===== src/rtl/pktdrop_pkg.sv =====
package pktdrop_pkg;
  typedef enum logic [1:0] {
    FR_START = 2'd0,
    FR_HDR   = 2'd1,
    FR_BODY  = 2'd2
  } fr_state_e;
endpackage


===== src/rtl/pktdrop_framer.sv =====
module pktdrop_framer
  import pktdrop_pkg::*;
#(
  parameter int CTRL_W = 8
) (
  input  logic              clk,
  input  logic              rst_n,
  input  logic              beat,
  input  logic [CTRL_W-1:0] ctrl,
  output logic              sop,
  output logic              eop
);
  fr_state_e st_q, st_d;
  logic      ctrl_nz;

  assign ctrl_nz = |ctrl;
  assign sop     = (st_q == FR_START);
  assign eop     = (st_q == FR_BODY) && ctrl_nz;

  always_comb begin
    st_d = st_q;
    if (beat) begin
      unique case (st_q)
        FR_START: st_d = ctrl_nz ? FR_HDR : FR_BODY;
        FR_HDR:   st_d = ctrl_nz ? FR_HDR : FR_BODY;
        FR_BODY:  st_d = ctrl_nz ? FR_START : FR_BODY;
        default:  st_d = FR_START;
      endcase
    end
  end

  always_ff @(posedge clk) begin
    if (!rst_n) st_q <= FR_START;
    else        st_q <= st_d;
  end

  AST_EOP_REARMS: assert property (@(posedge clk) disable iff (!rst_n)
    (beat && eop) |=> sop) else $error("end of packet did not rearm");

  AST_HDR_KEEPS_OPEN: assert property (@(posedge clk) disable iff (!rst_n)
    (beat && sop) |=> !sop) else $error("packet start did not open packet");
endmodule


===== src/rtl/pktdrop_pacer.sv =====
module pktdrop_pacer #(
  parameter int CNT_W = 16
) (
  input  logic             clk,
  input  logic             rst_n,
  input  logic             sop_beat,
  input  logic             cfg_enable,
  input  logic [CNT_W-1:0] cfg_period,
  output logic             drop_dec,
  output logic [CNT_W-1:0] count
);
  localparam int EXT_W = CNT_W + 1;

  logic [EXT_W-1:0] next_ext;
  logic             active, hit, inc_pulse, clr_pulse;
  logic [CNT_W-1:0] cnt_q;

  assign active    = cfg_enable && (cfg_period != '0);
  assign next_ext  = {1'b0, cnt_q} + EXT_W'(1);
  assign hit       = next_ext >= {1'b0, cfg_period};
  assign drop_dec  = active && hit;
  assign inc_pulse = sop_beat && active && !hit;
  assign clr_pulse = sop_beat && active && hit;
  assign count     = cnt_q;

  always_ff @(posedge clk) begin
    if (!rst_n)         cnt_q <= '0;
    else if (clr_pulse) cnt_q <= '0;
    else if (inc_pulse) cnt_q <= cnt_q + CNT_W'(1);
  end

  AST_CLEAR_ZEROES: assert property (@(posedge clk) disable iff (!rst_n)
    clr_pulse |=> (cnt_q == '0)) else $error("clear pulse left count");

  AST_INC_STEPS: assert property (@(posedge clk) disable iff (!rst_n)
    inc_pulse |=> (cnt_q == $past(cnt_q) + CNT_W'(1))) else $error("bad step");

  AST_IDLE_HOLDS: assert property (@(posedge clk) disable iff (!rst_n)
    (!sop_beat || !active) |=> $stable(cnt_q)) else $error("count moved");
endmodule


===== src/rtl/pktdrop_gate.sv =====
module pktdrop_gate (
  input  logic clk,
  input  logic rst_n,
  input  logic sop,
  input  logic beat,
  input  logic drop_dec,
  input  logic in_valid,
  input  logic out_ready,
  output logic drop_cur,
  output logic out_valid,
  output logic in_ready
);
  logic drop_q;

  assign drop_cur  = sop ? drop_dec : drop_q;
  assign out_valid = in_valid && !drop_cur;
  assign in_ready  = drop_cur || out_ready;

  always_ff @(posedge clk) begin
    if (!rst_n)           drop_q <= 1'b0;
    else if (beat && sop) drop_q <= drop_dec;
  end

  AST_DECISION_HELD: assert property (@(posedge clk) disable iff (!rst_n)
    (!(beat && sop)) |=> $stable(drop_q)) else $error("decision changed mid packet");
endmodule


===== src/rtl/pktdrop_nth.sv =====
module pktdrop_nth #(
  parameter int DATA_W = 64,
  parameter int CTRL_W = 8,
  parameter int CNT_W  = 16
) (
  input  logic              clk,
  input  logic              rst_n,
  input  logic              cfg_enable,
  input  logic [CNT_W-1:0]  cfg_period,
  input  logic              in_valid,
  output logic              in_ready,
  input  logic [DATA_W-1:0] in_data,
  input  logic [CTRL_W-1:0] in_ctrl,
  output logic              out_valid,
  input  logic              out_ready,
  output logic [DATA_W-1:0] out_data,
  output logic [CTRL_W-1:0] out_ctrl,
  output logic [CNT_W-1:0]  pkt_count
);
  logic beat, sop, eop, drop_dec, drop_cur;

  assign beat     = in_valid && in_ready;
  assign out_data = in_data;
  assign out_ctrl = in_ctrl;

  pktdrop_framer #(.CTRL_W(CTRL_W)) u_framer (
    .clk(clk), .rst_n(rst_n), .beat(beat), .ctrl(in_ctrl),
    .sop(sop), .eop(eop)
  );

  pktdrop_pacer #(.CNT_W(CNT_W)) u_pacer (
    .clk(clk), .rst_n(rst_n), .sop_beat(beat && sop),
    .cfg_enable(cfg_enable), .cfg_period(cfg_period),
    .drop_dec(drop_dec), .count(pkt_count)
  );

  pktdrop_gate u_gate (
    .clk(clk), .rst_n(rst_n), .sop(sop), .beat(beat), .drop_dec(drop_dec),
    .in_valid(in_valid), .out_ready(out_ready),
    .drop_cur(drop_cur), .out_valid(out_valid), .in_ready(in_ready)
  );

  AST_DROP_CONSUMES: assert property (@(posedge clk) disable iff (!rst_n)
    (in_valid && !out_valid) |-> in_ready) else $error("dropped word stalled");

  AST_FWD_BACKPRESSURE: assert property (@(posedge clk) disable iff (!rst_n)
    out_valid |-> (in_ready == out_ready)) else $error("back-pressure broken");

  AST_DISABLED_PASS: assert property (@(posedge clk) disable iff (!rst_n)
    (in_valid && sop && !cfg_enable) |-> out_valid) else $error("disabled drop");

  AST_ZERO_N_PASS: assert property (@(posedge clk) disable iff (!rst_n)
    (in_valid && sop && cfg_period == '0) |-> out_valid) else $error("N=0 drop");

  AST_EOP_ACCEPTED_ONCE: assert property (@(posedge clk) disable iff (!rst_n)
    (beat && eop) |=> !eop) else $error("double end");
endmodule


===== config.mk =====
export PLATFORM = sky130hd
export DESIGN_NAME = pktdrop_nth
export DESIGN_NICKNAME = d
export VERILOG_FILES = /design/src/rtl/pktdrop_pkg.sv /design/src/rtl/pktdrop_framer.sv /design/src/rtl/pktdrop_pacer.sv /design/src/rtl/pktdrop_gate.sv /design/src/rtl/pktdrop_nth.sv
export SDC_FILE = /design/constraint.sdc
export NUM_CORES = 1
export LEC_CHECK = 0
export BUFFER_PORTS_ARGS = -buffer_cell sky130_fd_sc_hd__buf_2
export CELL_PAD_IN_SITES_DETAIL_PLACEMENT = 1
export CELL_PAD_IN_SITES_GLOBAL_PLACEMENT = 1
export CORE_MARGIN = 4
export CORE_UTILIZATION = 27
export DETAILED_ROUTE_END_ITERATION = 8
export GPL_TIMING_DRIVEN = 0
export PLACE_DENSITY = 0.81
export SLEW_MARGIN = 0
export SYNTH_ARGS = -nofsm -noshare
export SYNTH_HDL_FRONTEND = slang
export SYNTH_SLANG_ARGS = --single-unit

===== constraint.sdc =====
create_clock -name clk -period 3.7 [get_ports clk]
set_input_delay 0.37 -clock clk [delete_from_list [all_inputs] [get_ports clk]]
set_output_delay 0.37 -clock clk [all_outputs]
set_load 0.1 [all_outputs]

* Yosys cells after proc, flatten, opt, wreduce, memory -nomap -nowiden *
Cells that the tools add are included.

word-level totals
  output and inout bits = 90
  register bits after elaboration = 19

cells by class
  mux-type cells = 4
  reduce and logical (&&, ||, !) cells = 16
  equality and inequality tests = 2
  magnitude comparators = 1
  add/sub/neg operators = 2
  bitwise gates (word level) = 1

operator list
  kind                     count
  $add A16 B1 Y17 const B  1
  $ge A17 B16 Y1           1
  $add A16 B1 Y16 const B  1
  $reduce_bool A16 Y1      1
  $logic_and A1 B1 Y1      8
  $reduce_or A8 Y1         1
  $mux W2                  2
  $pmux W2 S2              1
  $reduce_or A2 Y1         2
  $eq A2 B1 Y1 const B     1
  $eq A2 B2 Y1 const B     1
  $logic_not A1 Y1         2
  $logic_not A2 Y1         1
  $logic_or A1 B1 Y1       1
  $mux W1                  1
  $not A1 Y1               1

* Depth between registers and ports, before layout *
Gate-level depths: netlist of the first run.

  depth in word-level cells = 10
  depth in mapped cells = 13
  depth with buffers taken out = 12

* Hierarchy *
Synthesis of the first run repeated with hierarchy kept, for this count alone.

second synthesis, totals
  cells, all modules = 293
  area total of the unflattened synthesis = 2272.2 um^2

by module, submodules not included
  module          area an instance (um^2)  instances  cells an instance  sequential area each (um^2)
  pktdrop_pacer   1532.7                   1          196                320.3
  pktdrop_nth     553.0                    1          74                 0.0
  pktdrop_framer  118.9                    1          14                 40.0
  pktdrop_gate    67.6                     1          9                  20.0

* Worst setup path after synthesis of the first run *
OpenSTA, ideal clock, no wires.

  path type = register -> output
  from = register u_pacer.cnt_q[6] (netlist: u_pacer.count[6])
  to = output port in_ready
  data required time = 3330 ps
  path slack = -1772 ps
  stages on the path, launching flop included = 11
  arrival time = 5102 ps
  cell sequence = dfxtp_1 -> buf_2 -> nand4_4 -> nor4_1 -> xor2_1 -> ha_1 -> nand3_1 -> nor2_1 -> a31oi_4 -> and2_4 -> o21ai_0

on the way
  cells in the longest elaborated chain, start to end = 5

ends and longest elaborated chain
  what                      RTL line             source
  from (decl)               pktdrop_pacer.sv:16  logic [CNT_W-1:0] cnt_q;
  from (signal assigned)    pktdrop_pacer.sv:29  else if (inc_pulse) cnt_q <= cnt_q + CNT_W'(1);
  $add A16 B1 Y17           pktdrop_pacer.sv:19  assign next_ext = {1'b0, cnt_q} + EXT_W'(1);
  net u_pacer.next_ext[13]  pktdrop_pacer.sv:14  logic [EXT_W-1:0] next_ext;
  $ge A17 B16 Y1            pktdrop_pacer.sv:20  assign hit = next_ext >= {1'b0, cfg_period};
  $logic_and A1 B1 Y1       pktdrop_pacer.sv:21  assign drop_dec = active && hit;
  $mux W1                   pktdrop_gate.sv:15   assign drop_cur = sop ? drop_dec : drop_q;
  $logic_or A1 B1 Y1        pktdrop_gate.sv:17   assign in_ready = drop_cur || out_ready;
  to (decl)                 pktdrop_nth.sv:11    output logic in_ready,

The timed path passes the listed nets, and every way through them passes these cells.

* Worst setup path in the final report of the first run *
  from = register u_pacer.cnt_q[10] (netlist: u_pacer.count[10])
  to = output port out_valid

on the way
  cells in the longest elaborated chain, start to end = 6

ends and longest elaborated chain
  what                      RTL line             source
  $add A16 B1 Y17           pktdrop_pacer.sv:19
  net u_pacer.next_ext[15]  pktdrop_pacer.sv:14
  $ge A17 B16 Y1            pktdrop_pacer.sv:20
  $logic_and A1 B1 Y1       pktdrop_pacer.sv:21
  $mux W1                   pktdrop_gate.sv:15
  $logic_not A1 Y1          pktdrop_gate.sv:16   assign out_valid = in_valid && !drop_cur;
  $logic_and A1 B1 Y1       pktdrop_gate.sv:16
  to (decl)                 pktdrop_nth.sv:14    output logic out_valid,

The timed path passes the listed nets, and every way through them passes these cells.

==> results by stage, run 1 <==
Finish:
- The post-layout net count is 546.
- For this run, the number of standard cells in the final layout without fillers is 540.
- The number of fill cells is 1,108.
- The area used by sequential logic in the layout is 398 µm².
- For this run, the share of the core covered by cells in the final layout is 0.386.
- In the final layout, the multi-input gates occupy 0.00133 mm².
- Relative to the synthesized area, the layout overhead comes to 36.7%.
- In the final layout, the share of cells above drive strength 1 is 0.540.
- The antenna cell count is 0.

Routing:
- The number of DRC violations after detailed routing is 0.
- The first detailed-routing pass took 4 iterations.
- The detail route stage leaves a number of antenna-violating nets equal to 0.
- The detailed router finished its first iteration with 137 violations.
- The routed wire length per instance is 15.4 µm.
- The number of vias after detailed routing is 2,621.
- Dividing the detail-routed via count by the number of cells gives 4.85.
- Wires add up to 8290 µm.

Logic synthesis:
- The most instantiated library cell after synthesis is sky130_fd_sc_hd__buf_4.
- Of the total synthesized cell area, the portion taken by XOR and XNOR cells is 0.0521.
- After synthesis, the cell types taking the most area are sky130_fd_sc_hd__buf_4 23%, sky130_fd_sc_hd__dfxtp_1 16%, sky130_fd_sc_hd__ha_1 9.0%, sky130_fd_sc_hd__nand4_1 5.3%, sky130_fd_sc_hd__nand2_1 4.1%.
- The top cell type by total area after synthesis is sky130_fd_sc_hd__buf_4.
- After synthesis, the largest family of logic cells by area is buffers and inverters.
- The count of warnings emitted by yosys is 0.
- The average cell area after synthesis is 7.60 µm².
- Of the total synthesized cell area, the portion taken by AND, OR, NAND and NOR gates is 0.243.
- Of the total synthesized cell area, the portion taken by full adders, half adders and majority gates is 0.0903.
- The count of cell types in the netlist is 44.
- Sorting the synthesized cells by how often they occur yields 72 x sky130_fd_sc_hd__buf_4, 26 x sky130_fd_sc_hd__nand2_1, 20 x sky130_fd_sc_hd__nand4_1.
- The synthesized-area fraction occupied by ao, oa, aoi and oai cells is 0.158.
- The flip-flop and latch count after synthesis is 19.
- The post-synthesis net count is 420.
- The post-synthesis instance total is 310.
- The area of the mapped netlist is 0.00235 mm².
- The number of enable-type register cells in the synthesized netlist is 0.
- The portion of the post-synthesis area used by sequential elements is 0.162.
- The main flop type after synthesis is sky130_fd_sc_hd__dfxtp_1.
- The fraction of synthesized cell area taken by the top area cell type is 0.230.
- The async set-or-reset flop fraction in the synthesized netlist is 0.
- After synthesis, the share of cell area in mux cells is 0.

Floorplan:
- Pin placement for this block handled 183 I/O pins.
- The initialized floorplan defines 33 standard-cell rows.
- Measured along the y axis, the die boundary spans 101 µm.
- The placeable core area is 0.00834 mm².
- The die is 101 µm wide.
- The initial utilization of the core area, before any placement, comes to 0.282.
- The floorplan die area is 0.0103 mm².

Timing:
- The final setup skew is 0.00437 ns.
- The number of endpoints with negative hold slack in the final report is 0.
- Setup violations remaining at the end of the flow were counted as 0.
- At the pin with the least slew margin, the transition time is 0.581 ns.
- Timing would allow up to 0.285 GHz.
- Of the available clock period, the critical path in the final layout requires 0.950.
- Across all hold checks on the routed design, the worst slack comes to 0.475 ns.
- The worst slew margin relative to its limit is 0.612.
- Setup repair after global routing left no endpoint under its margin.
- Setup total negative slack on the finished layout was measured at 0 ns.
- The clock period minus worst slack is 3.51 ns.
- The number of max-slew violations in the final report is 0.

GRT:
- The maximum number of pins on one net before global-route repair is 11.
- For this run, the total global-route usage over all layers was measured as 0.149.
- The number of global-route vias before repair is 2,692.
- The initial antenna violation count is 0.
- The global-route wire length before repair is 12,600 µm.
- Global routing finished with a remaining overflow of 0.

Power and ir drop:
- In this run the power density over the cells is 263 mW/mm².
- For this design the static power due to leakage is 1.68 nW.
- After layout, the design draws a total of 847 µW.
- The worst-case IR drop observed on VDD is 0.000150 V.

Worst setup path:
- The path type of the worst setup path is flip-flop to output pin.
- The endpoint identified for the worst register-to-register timing path is u_pacer.count[7].
- STA classifies the critical path endpoint as an output pin.
- The startpoint identified for the worst register-to-register timing path is u_pacer.count[0].
- At the worst endpoint, the required time is 3.33 ns.
- The data arrival at the endpoint of the critical path is 3.14 ns.
- In this run the register-to-register setup slack is 0.64 ns.
- STA classifies the critical path startpoint as a flip-flop.
- The largest fanout on the critical path is 7.
- The cell count of the worst reg-to-reg path is 14.

Worst hold path:
- The end point of the worst hold path is u_gate.drop_q.
- The worst hold path passes through 2 cells.
- The class of the worst hold path is flip-flop to flip-flop.
- The worst hold path startpoint is u_gate.drop_q.

Clock network:
- The later-pin clock latency in the skew report is 0.26 ns.
- The quantity of hold-fixing buffers added after cts is 0.
- The tree built by TritonCTS fans out to 19 sinks.
- The TritonCTS clock tree is yes.
- The clock buffer count from CTS is 3.
- The longest clock path from root to sink contains 2 buffers.
- CTS built an H-tree with a depth of 1.
- The clock transition time at the flip-flop clock pins of the worst setup and hold paths is 0.07 ns.
- The clock root buffer master is sky130_fd_sc_hd__clkbuf_8.

Place:
- The count of buffers inserted at the top-level ports is 117.
- The congestion estimate from routability-driven global placement came to 0.883.
- In this run, placement finished with an instance count of 532.
- Once detailed placement completed, the half-perimeter wirelength came to 6980 µm.

Run:
- The tool flagged a number of max-cap violations equal to 0.

Run status:
- The flow ran to the end, and the final reports show no timing, DRC or antenna violations.
[how the worst max path moves through the flow]
stage | start | to | slack, ns | cells after the start
after floorplan | u_pacer.count[0] | out_valid | 0.005 | 12
after global placement | u_pacer.count[0] | out_valid | -0.08 | 13
after detailed placement | u_pacer.count[0] | out_valid | -0.14 | 13
after CTS | u_pacer.count[0] | out_valid | -0.02 | 12
after global routing | u_pacer.count[10] | out_valid | 0.007 | 12
final | u_pacer.count[10] | out_valid | 0.19 | 12
[per-layer routing]
metal  track usage  wire length (µm)
met4        0.0225                53
met3        0.0275               768
met1         0.178              3340
met2         0.279              4130
met5             0                 0
[cell type report]
cell class                      count  area share
Sequential cell                    19       0.124
Multi-Input combinational cell    188       0.413
Timing Repair Buffer              120       0.193
Tap cell                          105      0.0408
Buffer                             85       0.194
Inverter                           19      0.0222
Clock buffer                        4      0.0140
[cell usage in the layout (no fill, tap or decap), types with 4 or more instances in the layout]
master,instances
sky130_fd_sc_hd__ha_1,16
sky130_fd_sc_hd__o31ai_1,5
sky130_fd_sc_hd__xor2_1,5
sky130_fd_sc_hd__inv_1,18
sky130_fd_sc_hd__o21ai_0,6
sky130_fd_sc_hd__buf_2,119
sky130_fd_sc_hd__nor2_1,12
sky130_fd_sc_hd__nand4_1,20
sky130_fd_sc_hd__nor4_1,4
sky130_fd_sc_hd__buf_4,76
sky130_fd_sc_hd__clkbuf_1,5
sky130_fd_sc_hd__nand2_1,25
sky130_fd_sc_hd__buf_6,4
sky130_fd_sc_hd__a21oi_1,11
sky130_fd_sc_hd__dfxtp_1,7
sky130_fd_sc_hd__dfxtp_2,11
sky130_fd_sc_hd__a32oi_1,4
sky130_fd_sc_hd__nand3_1,15
sky130_fd_sc_hd__a31oi_1,8
sky130_fd_sc_hd__xnor2_1,9
sky130_fd_sc_hd__nor3_1,7
[registers in the layout (all words and copies together), names as in the netlist]
name and flops:
u_framer.st_q 2, u_pacer.count 16, u_gate.drop_q 1
[through the flow]
step           instance area, µm²  setup slack, ns
6_report                     3220            0.187
5_1_grt                      3220          0.00683
4_1_cts                      3170          -0.0187
3_5_place_dp                 3100           -0.140
3_3_place_gp                 3100          -0.0763
2_1_floorplan                2380          0.00477
[critical path: stages, from the launching register on]
cell and delay, ns:
sky130_fd_sc_hd__dfxtp_2 0.32, sky130_fd_sc_hd__clkbuf_1 0.27, sky130_fd_sc_hd__nand2_1 0.17, sky130_fd_sc_hd__nor3_4 0.23
sky130_fd_sc_hd__nand3_1 0.12, sky130_fd_sc_hd__xnor2_1 0.18, sky130_fd_sc_hd__ha_1 0.32, sky130_fd_sc_hd__nand3_1 0.12
sky130_fd_sc_hd__nor2_2 0.32, sky130_fd_sc_hd__a31oi_4 0.17, sky130_fd_sc_hd__and2_4 0.21, sky130_fd_sc_hd__o211a_2 0.28
sky130_fd_sc_hd__buf_8 0.17
[logic make-up (layout without fill, tap and decap cells)]
group | Yosys count | count (layout)
AO/OA/AOI/OAI | 51 | 52
XOR/XNOR | 14 | 14
adder cells (fa/ha/maj) | 17 | 17
buffers and inverters | 104 | 228
flip-flops | 19 | 19
AND/OR/NAND/NOR | 105 | 105
[report_power, final]
| group | total (mW) | internal, mW | switching (mW) |
|---|---|---|---|
| clock network | 0.146 | 0.0766 | 0.0698 |
| registers | 0.210 | 0.206 | 0.00374 |
| logic | 0.491 | 0.103 | 0.388 |
[repair_timing]
item | in CTS | in global routing
setup buffers | 1 | 2
setup endpoints to repair | 2 | 2
pin swaps | 0 | 1
gates resized for setup | 5 | 8
gates cloned | 0 | 1
No activity file was read; power rests on OpenSTA's default activity.
==> run 2: changes to the inputs <==
--- a/config.mk
+++ b/config.mk
@@ -12,7 +12,8 @@
 export CORE_UTILIZATION = 27
 export DETAILED_ROUTE_END_ITERATION = 8
 export GPL_TIMING_DRIVEN = 0
-export PLACE_DENSITY = 0.81
+export MAX_ROUTING_LAYER = met4
+export PLACE_DENSITY_LB_ADDON = 0.1
 export SLEW_MARGIN = 0
 export SYNTH_ARGS = -nofsm -noshare
 export SYNTH_HDL_FRONTEND = slang
==> run 2 against run 1 <==
  * Cell count unchanged
  * Non-clock buffer count increased by 1
  * Clock skew about the same
  * Clock power increased by 8%
  * Setup slack improved by 0.0092 ns
  * Highest routed layer unchanged
  * First-iteration DRC count decreased by 52%
  * Critical endpoint unchanged
  * Maximum frequency increased by 0.26%
  * Sequential power about the same
  * Clock-buffer cell count unchanged
  * Critical path type unchanged
  * Global-route usage increased by 0.71 points
  * Combinational power about the same
==> results by stage, run 2 (synthesized netlist as in run 1, its figures left out) <==
Routing:
- In this run the remaining antenna-violating nets after routing total 0.
- The total wire length is 8210 µm.
- Dividing the detail-routed via count by the number of cells gives 4.72.
- The number of violations reported at the end of detailed-routing iteration 0 is 66.
- The number of vias after detailed routing is 2,549.
- For this block, wires on met1 add up to 3470 µm.
- After detailed routing, the average wire length per cell comes to 15.2 µm.
- Wire segments on met3 add up to 490 µm in the final route.
- The first-pass iteration count of the detailed router is 4.
- The detailed router used layers up to and including met4.
- The number of DRC violations after detailed routing is 0.
- The detailed-routed wire length on met2 is 4200 µm.

Worst setup path:
- The sum of buffers and inverters on the critical path is 1.
- By startpoint and endpoint, the worst setup path is classified as flip-flop to output pin.
- In this run the register-to-register setup slack is 0.62 ns.
- In this run the worst path has a maximum fanout of 6.
- The cell type group with the largest total delay on the critical path is compound AO/OA/AOI/OAI gates.
- The data arrival at the endpoint of the critical path is 3.13 ns.
- The worst register-to-register path begins at u_pacer.count[1].
- The kind of launch point of the worst setup path is a flip-flop.
- The most critical setup path has its startpoint at u_pacer.count[1].
- The worst setup path is captured at an output pin.
- The critical path goes through ha_2 > and2_2 > nand2_2 > nor3_2 > xor2_1 > ha_1 > o21a_1 > a21oi_1 > o21ai_1 > a21oi_4 > and2_4 > o211a_2 > buf_12.
- At the worst endpoint, the required time is 3.33 ns.
- Among all stages on the critical path, the largest delay is contributed by sky130_fd_sc_hd__dfxtp_2.
- The delay contributed by the slowest stage of the critical path is 0.39 ns.

GRT:
- Across every metal layer, demand over resource in global routing totals 0.156.
- Entering global routing, the biggest net connects 11 pins.
- The initial antenna violation count was 0.
- The total overflow left after global routing is 0.
- The number of global-route vias before repair is 2,600.
- The global-route wire length before repair is 12,600 µm.

Clock network:
- After clock tree synthesis, the flow added hold-fix buffers numbering 0.
- Clock tree synthesis found a total of 19 sinks.
- The H-tree level count is 1.
- The clock root buffer master is sky130_fd_sc_hd__clkbuf_8.
- Clock tree synthesis inserted a total of 3 buffers.
- The clock transition time at the flip-flop clock pins of the worst setup and hold paths is 0.08 ns.
- For the worst-skew pair, the clock arrives at the later sink with an insertion delay of 0.27 ns.
- The number of buffers on the longest clock path is 2.
- The TritonCTS clock tree is yes.

Floorplan:
- The die outline height is 101 µm.
- The starting density of the core is 0.282.
- The placeable core area is 0.00834 mm².
- The die covers 0.0103 mm².
- From left edge to right edge, the die measures 101 µm.
- The number of cell rows is 33.
- 183 I/O pins were placed.

Finish:
- In the layout the commonest cells are 119 x sky130_fd_sc_hd__buf_2, 77 x sky130_fd_sc_hd__buf_4, 25 x sky130_fd_sc_hd__nand2_1.
- The layout cell share with drive strength beyond 1 is 0.545.
- The antenna cell count is 0.
- The library cell used most frequently in the layout, excluding fill and tap cells, is sky130_fd_sc_hd__buf_2.
- The number of standard cells in the final layout excluding fillers is 540.
- Once layout is complete, the utilization of the core stands at 0.387.
- The finished layout cell area is 0.00323 mm².
- The post-layout net count is 546.
- The register with the most flip-flops in the layout has 16 of them.
- The number of fill cells is 1,088.
- The post-synthesis to final-layout area growth is 37.2%.

Timing:
- Measured against its own limit, the worst slew margin works out to 0.596.
- For the finished layout, the period the worst path requires is 3.50 ns.
- In the final timing run, aggregate negative setup slack is 0 ns.
- For the pin with the worst max-slew slack, the measured transition is 0.607 ns.
- The final count of negative-setup-slack endpoints is 0.
- The clock arrives with 0.00434 ns of skew.
- Derived from the worst setup path, the maximum achievable clock frequency is 0.285 GHz.
- The number of max-slew violations in the final report came to 0.
- The number of endpoints with negative hold slack in the final report is 0.
- Of the available clock period, the critical path in the final layout requires 0.947.

Worst hold path:
- The worst hold path startpoint is rst_n.
- In this run the worst hold path is classified as input port to flip-flop.

Place:
- Detailed placement ended at an HPWL of 6950 µm.
- Once placement finished, the instance area stood at 0.00310 mm².
- The count of buffers inserted at the top-level ports is 117.
- The number of placed instances, taps included is 532.
- The congestion estimate from routability-driven global placement came to 0.839.

Run:
- The max-capacitance violation count is 0.

Run status:
- The flow ran to the end, and the final reports show no timing, DRC or antenna violations.

Power and ir drop:
- IR analysis of the VDD net gives a maximum drop of 0.000129 V.
- The cell leakage power is 1.69 nW.
- In this run the power density over the cells is 265 mW/mm².
- The post-route total power is 858 µW.
[run 2: repair_timing]
action | in CTS | in global routing
pin swaps | 2 | 1
buffers inserted | 3 | 1
gates cloned | 0 | 0
endpoints found under the setup margin | 2 | 2
gates resized for setup | 7 | 9
[run 2: area by class of cell]
type,instances,area [µm²],share of cell area
tap,105,131,0.0407
sequential,19,398,0.123
clock buffer,4,45.0,0.0139
buffer,85,624,0.193
multi-input combinational,187,1330,0.411
timing repair buffer,121,633,0.196
inverter,19,71.3,0.0221
[run 2: final timing paths]
path,to,depth (start not counted)
setup / recovery,out_valid,13
hold / removal,u_framer.st_q[1],3
setup reg to reg,u_pacer.count[11],14
hold reg to reg,u_gate.drop_q,2
[run 2: worst register-to-register path, cell delays in order, from the launching register on]
cell and delay [ns]:
sky130_fd_sc_hd__dfxtp_2 0.39, sky130_fd_sc_hd__ha_2 0.21, sky130_fd_sc_hd__and2_2 0.20, sky130_fd_sc_hd__nand2_2 0.13, sky130_fd_sc_hd__nor3_2 0.16, sky130_fd_sc_hd__xor2_1 0.30, sky130_fd_sc_hd__ha_1 0.31, sky130_fd_sc_hd__o21a_1 0.12
sky130_fd_sc_hd__a21oi_1 0.15, sky130_fd_sc_hd__o21ai_1 0.11, sky130_fd_sc_hd__a21oi_4 0.17, sky130_fd_sc_hd__buf_4 0.19, sky130_fd_sc_hd__buf_2 0.24, sky130_fd_sc_hd__nand4_1 0.13, sky130_fd_sc_hd__a31oi_1 0.18
[run 2: report_power, final]
part / internal (mW) / switching, mW
logic: 0.104 / 0.387
registers: 0.206 / 0.00351
clock network: 0.0770 / 0.0805
total: 0.387 / 0.471
[run 2: stage by stage]
step	worst slack, ns	hold WS [ns]
finish	0.196	0.473
global route	-0.00198	0.489
CTS	0.0639	0.470
detailed placement	-0.140	0.467
global placement	-0.128	0.466
floorplan	0.00477	0.445
[run 2: metal layers]
layer,track usage,vias up
met2,0.272,79
met3,0.0179,6
met4,0.0256,0
li1,-,1269
met1,0.196,1195
met5,-,-
